$ cat src/rtl/alu_cc_pkg.sv
package alu_cc_pkg;
    timeunit 1ns;
    timeprecision 100ps;

    typedef enum logic [3:0] {
        FN_ADD = 4'd0,
        FN_SUB = 4'd1,
        FN_AND = 4'd2,
        FN_XOR = 4'd3
    } alu_fn_e;

    typedef enum logic [3:0] {
        CC_ALWAYS = 4'd0,
        CC_LE     = 4'd1,
        CC_LT     = 4'd2,
        CC_EQ     = 4'd3,
        CC_NE     = 4'd4,
        CC_GE     = 4'd5,
        CC_GT     = 4'd6
    } cond_e;

    typedef struct packed {
        logic zf;
        logic sf;
        logic of;
    } cc_flags_t;

    localparam cc_flags_t CC_RESET_VAL = '{zf: 1'b1, sf: 1'b0, of: 1'b0};
endpackage

$ cat src/rtl/alu_core.sv
module alu_core
    import alu_cc_pkg::*;
#(
    parameter int W = 64
) (
    input  logic [3:0]   fn_i,
    input  logic [W-1:0] a_i,
    input  logic [W-1:0] b_i,
    output logic [W-1:0] res_o,
    output cc_flags_t    flags_o,
    output logic         fn_bad_o
);
    timeunit 1ns;
    timeprecision 100ps;

    localparam int MSB = W - 1;

    logic [W-1:0] sum_w;
    logic [W-1:0] diff_w;
    logic         ovf_w;

    assign sum_w  = b_i + a_i;
    assign diff_w = b_i - a_i;

    always_comb begin
        res_o    = '0;
        ovf_w    = 1'b0;
        fn_bad_o = 1'b0;
        unique case (fn_i)
            FN_ADD: begin
                res_o = sum_w;
                ovf_w = (a_i[MSB] == b_i[MSB]) && (sum_w[MSB] != b_i[MSB]);
            end
            FN_SUB: begin
                res_o = diff_w;
                ovf_w = (a_i[MSB] != b_i[MSB]) && (diff_w[MSB] != b_i[MSB]);
            end
            FN_AND: res_o = b_i & a_i;
            FN_XOR: res_o = b_i ^ a_i;
            default: fn_bad_o = 1'b1;
        endcase
    end

    always_comb begin
        flags_o.zf = (res_o == '0);
        flags_o.sf = res_o[MSB];
        flags_o.of = ovf_w;
    end

    // a value subtracted from itself is zero with no overflow
    always_comb begin
        if (fn_i == FN_SUB && a_i == b_i)
            assert_sub_self_R2: assert (res_o == '0 && !flags_o.of);
    end

    // logic operations never report overflow
    always_comb begin
        if (fn_i == FN_AND || fn_i == FN_XOR)
            assert_logic_no_of_R6: assert (!flags_o.of);
    end

    // an invalid code yields a zero result
    always_comb begin
        if (fn_bad_o)
            assert_bad_fn_zero_R4: assert (res_o == '0);
    end
endmodule

$ cat src/rtl/cc_flag_reg.sv
module cc_flag_reg
    import alu_cc_pkg::*;
(
    input  logic      clk,
    input  logic      rst_n,
    input  logic      we_i,
    input  logic      fn_bad_i,
    input  cc_flags_t nxt_i,
    output cc_flags_t q_o
);
    timeunit 1ns;
    timeprecision 100ps;

    typedef enum logic [1:0] {
        FR_RESET   = 2'd0,
        FR_CAPTURE = 2'd1,
        FR_HOLD    = 2'd2
    } fr_action_e;

    fr_action_e action;

    always_comb begin
        if (!rst_n)                   action = FR_RESET;
        else if (we_i && !fn_bad_i)   action = FR_CAPTURE;
        else                          action = FR_HOLD;
    end

    always_ff @(posedge clk) begin
        unique case (action)
            FR_RESET:   q_o <= CC_RESET_VAL;
            FR_CAPTURE: q_o <= nxt_i;
            default:    q_o <= q_o;
        endcase
    end

    assert_hold_R8: assert property (@(posedge clk) disable iff (!rst_n)
        !we_i |=> $stable(q_o));

    assert_bad_fn_hold_R4: assert property (@(posedge clk) disable iff (!rst_n)
        (we_i && fn_bad_i) |=> $stable(q_o));

    assert_capture_R5: assert property (@(posedge clk) disable iff (!rst_n)
        (we_i && !fn_bad_i) |=> (q_o == $past(nxt_i)));

    assert_reset_val_R7: assert property (@(posedge clk)
        !rst_n |=> (q_o.zf && !q_o.sf && !q_o.of));
endmodule

$ cat src/rtl/cond_eval.sv
module cond_eval
    import alu_cc_pkg::*;
(
    input  logic [3:0] cond_i,
    input  cc_flags_t  flags_i,
    output logic       take_o,
    output logic       bad_o
);
    timeunit 1ns;
    timeprecision 100ps;

    logic lt_w;

    assign lt_w = flags_i.sf ^ flags_i.of;

    always_comb begin
        bad_o = 1'b0;
        unique case (cond_i)
            CC_ALWAYS: take_o = 1'b1;
            CC_LE:     take_o = lt_w | flags_i.zf;
            CC_LT:     take_o = lt_w;
            CC_EQ:     take_o = flags_i.zf;
            CC_NE:     take_o = !flags_i.zf;
            CC_GE:     take_o = !lt_w;
            CC_GT:     take_o = !lt_w && !flags_i.zf;
            default: begin
                take_o = 1'b0;
                bad_o  = 1'b1;
            end
        endcase
    end

    // an out-of-range selector never reports true
    always_comb begin
        if (bad_o)
            assert_bad_cond_false_R10: assert (!take_o);
    end

    // greater and less-or-equal are complements
    always_comb begin
        if (cond_i == CC_GT)
            assert_gt_vs_le_R9: assert (take_o == !(lt_w | flags_i.zf));
    end
endmodule

$ cat src/rtl/alu_cc_unit.sv
module alu_cc_unit
    import alu_cc_pkg::*;
#(
    parameter int W = 64
) (
    input  logic         clk,
    input  logic         rst_n,
    input  logic [3:0]   fn_code,
    input  logic [W-1:0] opnd_a,
    input  logic [W-1:0] opnd_b,
    input  logic         flag_we,
    input  logic [3:0]   cond_sel,
    output logic [W-1:0] result,
    output logic         fn_bad,
    output logic         zf_q,
    output logic         sf_q,
    output logic         of_q,
    output logic         cond_true,
    output logic         cond_bad
);
    timeunit 1ns;
    timeprecision 100ps;

    cc_flags_t nxt_flags;
    cc_flags_t cur_flags;

    alu_core #(.W(W)) u_core (
        .fn_i     (fn_code),
        .a_i      (opnd_a),
        .b_i      (opnd_b),
        .res_o    (result),
        .flags_o  (nxt_flags),
        .fn_bad_o (fn_bad)
    );

    cc_flag_reg u_flags (
        .clk      (clk),
        .rst_n    (rst_n),
        .we_i     (flag_we),
        .fn_bad_i (fn_bad),
        .nxt_i    (nxt_flags),
        .q_o      (cur_flags)
    );

    cond_eval u_cond (
        .cond_i  (cond_sel),
        .flags_i (cur_flags),
        .take_o  (cond_true),
        .bad_o   (cond_bad)
    );

    assign zf_q = cur_flags.zf;
    assign sf_q = cur_flags.sf;
    assign of_q = cur_flags.of;

    // condition output ignores the live operation while flags hold
    assert_cond_stable_R9: assert property (@(posedge clk) disable iff (!rst_n)
        (!flag_we && $stable(cond_sel)) |=> $stable(cond_true));
endmodule

$ cat config.mk
export PLATFORM = sky130hd
export DESIGN_NAME = alu_cc_unit
export DESIGN_NICKNAME = d
export VERILOG_FILES = /design/src/rtl/alu_cc_pkg.sv /design/src/rtl/alu_core.sv /design/src/rtl/cc_flag_reg.sv /design/src/rtl/cond_eval.sv /design/src/rtl/alu_cc_unit.sv
export SDC_FILE = /design/constraint.sdc
export NUM_CORES = 1
export LEC_CHECK = 0
export CAP_MARGIN = 20
export CORE_MARGIN = 2
export CORE_UTILIZATION = 60
export DETAILED_ROUTE_END_ITERATION = 7
export DONT_BUFFER_PORTS = 1
export PLACE_DENSITY = 0.79
export SYNTH_ARGS = -nofsm -noshare
export SYNTH_HDL_FRONTEND = slang
export SYNTH_HIERARCHICAL = 1
export SYNTH_SLANG_ARGS = --single-unit
$ cat constraint.sdc
create_clock -name clk -period 4.3 [get_ports clk]
set_clock_uncertainty 0.2 [all_clocks]
set_input_delay 0.645 -clock clk [delete_from_list [all_inputs] [get_ports clk]]
set_output_delay 0.645 -clock clk [all_outputs]
set_load 0.03 [all_outputs]
==> flow_metrics.py, run 1 <==
metrics = {
    "logic_synthesis": {
        "synth_nets": 2095,
        "synth_area_um2": 11700,
        "yosys.area.top_type": "ha_1",
        "yosys-top-cells-area": "ha_1, a21oi_1, nand2_1",
        "synth_cell_type_count": 113,
        "ys.warnings.count": 6,
        "synth-xor-area-share_pct": 2.02,
        "yosysMostFrequentCell": "a21oi_1",
        "avgSynthCellArea_um2": 6.41,
        "synth_cells": 1826,
        "async_reset_ff_share_pct": 0,
        "synth-simple-area-share_pct": 30.0,
        "synth_compound_area_share_pct": 40.9,
        "netlist.area_leader.share_pct": 13.7,
        "synth_top_family_by_area": "compound AO/OA/AOI/OAI gates",
        "ys_ff_latch": 3,
        "synth_edf_count": 3,
        "synth_common_cells": "a21oi_1, nand2_1, nor2_1",
        "yosysSeqAreaShare_pct": 0.769,
        "synthFlopType": "edfxtp_1",
        "synthAdderAreaFrac_pct": 14.0,
        "synth_mux_area_share_pct": 2.83,
    },
    "grt": {
        "grt_usage_pct": 86.6,
        "grt_pass1_wl_um": 139000,
        "grt_overflow": 474,
        "grt_pass1_vias": 24000,
        "grt_max_degree": 53,
    },
    "clocking": {
        "clock-root-buffer": "clkbuf_16",
        "tritoncts_num_sinks": 3,
        "cts_buffers": 3,
        "h-tree-depth": 1,
        "clock_path_buffers": 2,
    },
    "placement": {
        "port_buffers": 0,
        "dpl.hpwl_um": 50000,
        "finalWeightedCongestion": 1.23,
        "dp_cells": 2581,
        "place_ws_ns": -0.880,
    },
    "status": {
        "stop_stage": "global routing (5_1_grt)",
        "first-error": "[ERROR GRT-0116] Global routing finished with congestion. Check the congestion regions in the DRC Viewer.",
        "outcome": "stopped before the end",
    },
    "floorplan": {
        "ios": 209,
        "rows": 51,
        "start_util_pct": 60.6,
        "die_w_um": 144,
        "die-height_um": 144,
    },
}
stage by stage:
step	instance area (µm²)	hold WS, ns	setup TNS, ns	util [%]
after floorplan	11800	0.608	-0.313	-
after global placement	16100	0.610	-6.62	83.1
after detailed placement	16100	0.612	-11.30	83.1
after CTS	17500	0.383	-0.672	90.6
kinds of logic after synthesis:
family,count (synthesis)
xor gates and xnor gates,27
buffers and inverters,242
muxes,31
adders and majority gates,130
DFF,3
and+or+nand+nor,692
AOI/OAI and AO/OA,701
metal layers:
metal  global-route usage [%]  overflow
met5                     38.3         0
met1                     82.7        10
met4                     97.8       198
met3                     71.7         7
met2                      102       259
timing repair:
| item | 4_1_cts |
|---|---|
| hold buffers | 0 |
| setup buffers | 41 |
| resized for setup | 215 |
| endpoints found under the setup margin | 38 |
| pin swaps | 91 |
==> run 2, diff against run 1 <==
--- a/config.mk
+++ b/config.mk
@@ -7,10 +7,10 @@
 export LEC_CHECK = 0
 export CAP_MARGIN = 20
 export CORE_MARGIN = 2
-export CORE_UTILIZATION = 60
+export CORE_UTILIZATION = 40
 export DETAILED_ROUTE_END_ITERATION = 7
 export DONT_BUFFER_PORTS = 1
-export PLACE_DENSITY = 0.79
+export PLACE_DENSITY_LB_ADDON = 0.15
 export SYNTH_ARGS = -nofsm -noshare
 export SYNTH_HDL_FRONTEND = slang
 export SYNTH_HIERARCHICAL = 1
==> constraint.sdc (replaced) <==
create_clock -name clk -period 5.6 [get_ports clk]
set_clock_uncertainty 0.2 [all_clocks]
set_input_delay 0.84 -clock clk [delete_from_list [all_inputs] [get_ports clk]]
set_output_delay 0.84 -clock clk [all_outputs]
set_load 0.03 [all_outputs]
==> run 2 against run 1 <==
  * Synthesized cell count unchanged
  * The flow now finishes without violations
  * Area after synthesis unchanged
==> flow_metrics.py, run 2 <==
metrics = {
    "status": {
        "outcome": "completed",
    },
    "setup_path": {
        "critPathMaxFanout": 17,
        "endpoint_kind": "primary output",
        "path_class": "input port to primary output",
        "cp_data_required_time_ns": 4.56,
        "arrival_ns": 4.54,
        "worstSetupStartpointType": "input port",
    },
    "clocking": {
        "holdBufCountCts": 0,
        "tritoncts_num_sinks": 3,
        "cts_tree": "yes",
        "clk_pin_slew_worst_paths_ns": 0.03,
        "h-tree-depth": 1,
        "clock_path_buffers": 2,
        "cts_buffers": 3,
        "clock-root-buffer": "clkbuf_16",
    },
    "logic_synthesis": {
        "yosys.area.top_type": "ha_1",
        "yosysMostFrequentCell": "a21oi_1",
        "synth_cells": 1826,
        "yosysSeqAreaShare_pct": 0.769,
        "synth_area_um2": 11700,
        "synth_common_cells": "a21oi_1, nand2_1, nor2_1",
        "synth_nets": 2095,
        "synth_edf_count": 3,
        "ys.warnings.count": 6,
        "ys_ff_latch": 3,
        "netlist.area_leader.share_pct": 13.7,
        "yosys-top-cells-area": "ha_1, a21oi_1, nand2_1",
        "synthFlopType": "edfxtp_1",
        "async_reset_ff_share_pct": 0,
        "synth_cell_type_count": 113,
        "avgSynthCellArea_um2": 6.41,
    },
    "pwr": {
        "switchingPower_mw": 1.10,
        "clkPwrFrac_pct": 6.4,
        "p_leak_nw": 5.56,
        "intPower_mw": 0.671,
        "powerDensity_nw_per_um2": 134,
        "irDropWorstVdd_v": 0.0000893,
        "power_frac_seq_pct": 1.8,
        "power.total_mw": 1.77,
        "swShare_pct": 62.2,
        "pwr-share-comb_pct": 91.9,
    },
    "layout": {
        "layout_commonest_cell": "a21oi_1",
        "fin_nets": 2182,
        "fillers": 3126,
        "fin_area_um2": 13200,
        "regMostFlops": "u_flags/q_o",
        "layout_common_cells": "a21oi_1, nand2_1, buf_4",
        "syn2layout_area_growth_pct": 12.9,
        "top_regs": "u_flags/q_o: 3 flops",
        "layout-drive-gt1-share_pct": 14.4,
        "largest_reg_flops": 3,
        "final_cells": 2297,
    },
    "detailed_routing": {
        "first_iter_violations": 2062,
        "wl_um": 60300,
        "routedWlPerCell_um": 26.3,
        "drc": 0,
        "ant_nets": 0,
        "vias_per_cell": 6.84,
        "vias": 15700,
        "first_pass_iters": 6,
    },
    "sta": {
        "tightest_slew_ns": 1.09,
        "rsz0062_at_grt": "true",
        "finalCritPeriodShare_pct": 99.6,
        "fin_crit_ns": 5.58,
        "slew-limit-headroom_pct": 26.5,
        "final-hold-violation-count": 0,
        "setup_viol": 0,
        "slew_viol_final": 0,
        "fmax_mhz": 179,
    },
    "grt": {
        "grt_antenna_before_repair": 0,
        "grt_usage_pct": 37.3,
        "grt_max_degree": 53,
        "grt_overflow": 0,
        "grt_pass1_wl_um": 89600,
        "grt_pass1_vias": 15100,
    },
    "hold_path": {
        "worstHoldPathType": "input port to flop",
        "min_path_cells": 1,
    },
    "placement": {
        "dpl.hpwl_um": 48900,
        "finalWeightedCongestion": 1.07,
        "port_buffers": 0,
        "dp_cells": 2292,
        "dpl_cell_area_um2": 13100,
    },
    "floorplan": {
        "die-height_um": 175,
        "die_w_um": 175,
        "dieArea_um2": 30700,
        "start_util_pct": 40.7,
        "core_area_um2": 28800,
        "ios": 209,
        "rows": 62,
    },
    "run": {
        "drv_cap": 0,
    },
}
run 2: cell counts after synthesis:
No cell type changed its count.
run 2: layer usage:
metal,up-vias,track usage (%),routed length [µm]
met1,7412,48.9,24600
met2,1029,56.9,25400
met4,0,20.0,3670
met3,208,8.01,6650
li1,7065,-,-
met5,-,0,0
run 2: area by class of cell:
cell class	instances	area, µm²	area share, %
Multi-Input combinational cell	1581	10600	80.0
Timing Repair Buffer	188	1490	11.2
Inverter	136	510	3.86
Tap cell	384	480	3.63
Sequential cell	3	90.1	0.681
Clock buffer	4	78.8	0.596
Antenna cell	1	2.50	0.0189
run 2: timing repair:
| action | 4_1_cts | 5_1_grt |
|---|---|---|
| resized for setup | 2 | 7 |
| hold endpoints to repair | 0 | 0 |
| cloned | 0 | 0 |
| setup buffers | 0 | 0 |
| setup endpoints to repair | 2 | 5 |
run 2: per-stage QoR:
stage               hold slack, ns  setup TNS (ns)  util, %  setup WS (ns)
floorplan                    0.803               0        -          0.712
global placement             0.808          -0.119     45.5         -0.113
detailed placement           0.813         -0.0867     45.5        -0.0832
CTS                          0.585               0     45.8         0.0487
global route                 0.603         -0.0255     45.9        -0.0255
finish                       0.591               0     46.0         0.0233
run 2: worst paths after layout:
kind        from             end
max   opnd_a[16]      result[61]
min        rst_n  u_flags/q_o[2]
run 2: cell families (layout without fill, tap and decap cells):
group	Yosys count	after routing	synth area share (%)
mux	31	31	2.83
simple gates	692	692	30.0
fa+ha+maj	130	130	14.0
compound gates	701	701	40.9
xor+xnor	27	27	2.02
other cells	0	1	0
flops	3	3	0.769
buf+inv	242	328	9.43
run 2: power by group through the flow:
| stage | clock (mW) | combinational [mW] | sequential, mW |
|---|---|---|---|
| after floorplan | 0 | 1.05 | 0.0312 |
| after global placement | 0 | 1.56 | 0.0315 |
| after detailed placement | 0 | 1.56 | 0.0317 |
| after CTS | 0.115 | 1.57 | 0.0314 |
| after global routing | 0.116 | 1.73 | 0.0315 |
| final | 0.113 | 1.63 | 0.0313 |
run 2: worst max-delay path, cell delays in order:
cell,delay (ns)
inv_1,0.02
ha_1,0.32
buf_12,0.17
nor4_4,0.37
nand3_1,0.16
a2111oi_2,0.46
a311oi_2,0.14
buf_4,0.18
a31o_2,0.28
a21oi_4,0.22
a31o_1,0.26
a31oi_1,0.13
a21oi_2,0.24
a311o_1,0.25
mux2i_1,0.18
nand4_1,0.11
buf_4,0.19
Power figures use the tool's default switching activity.
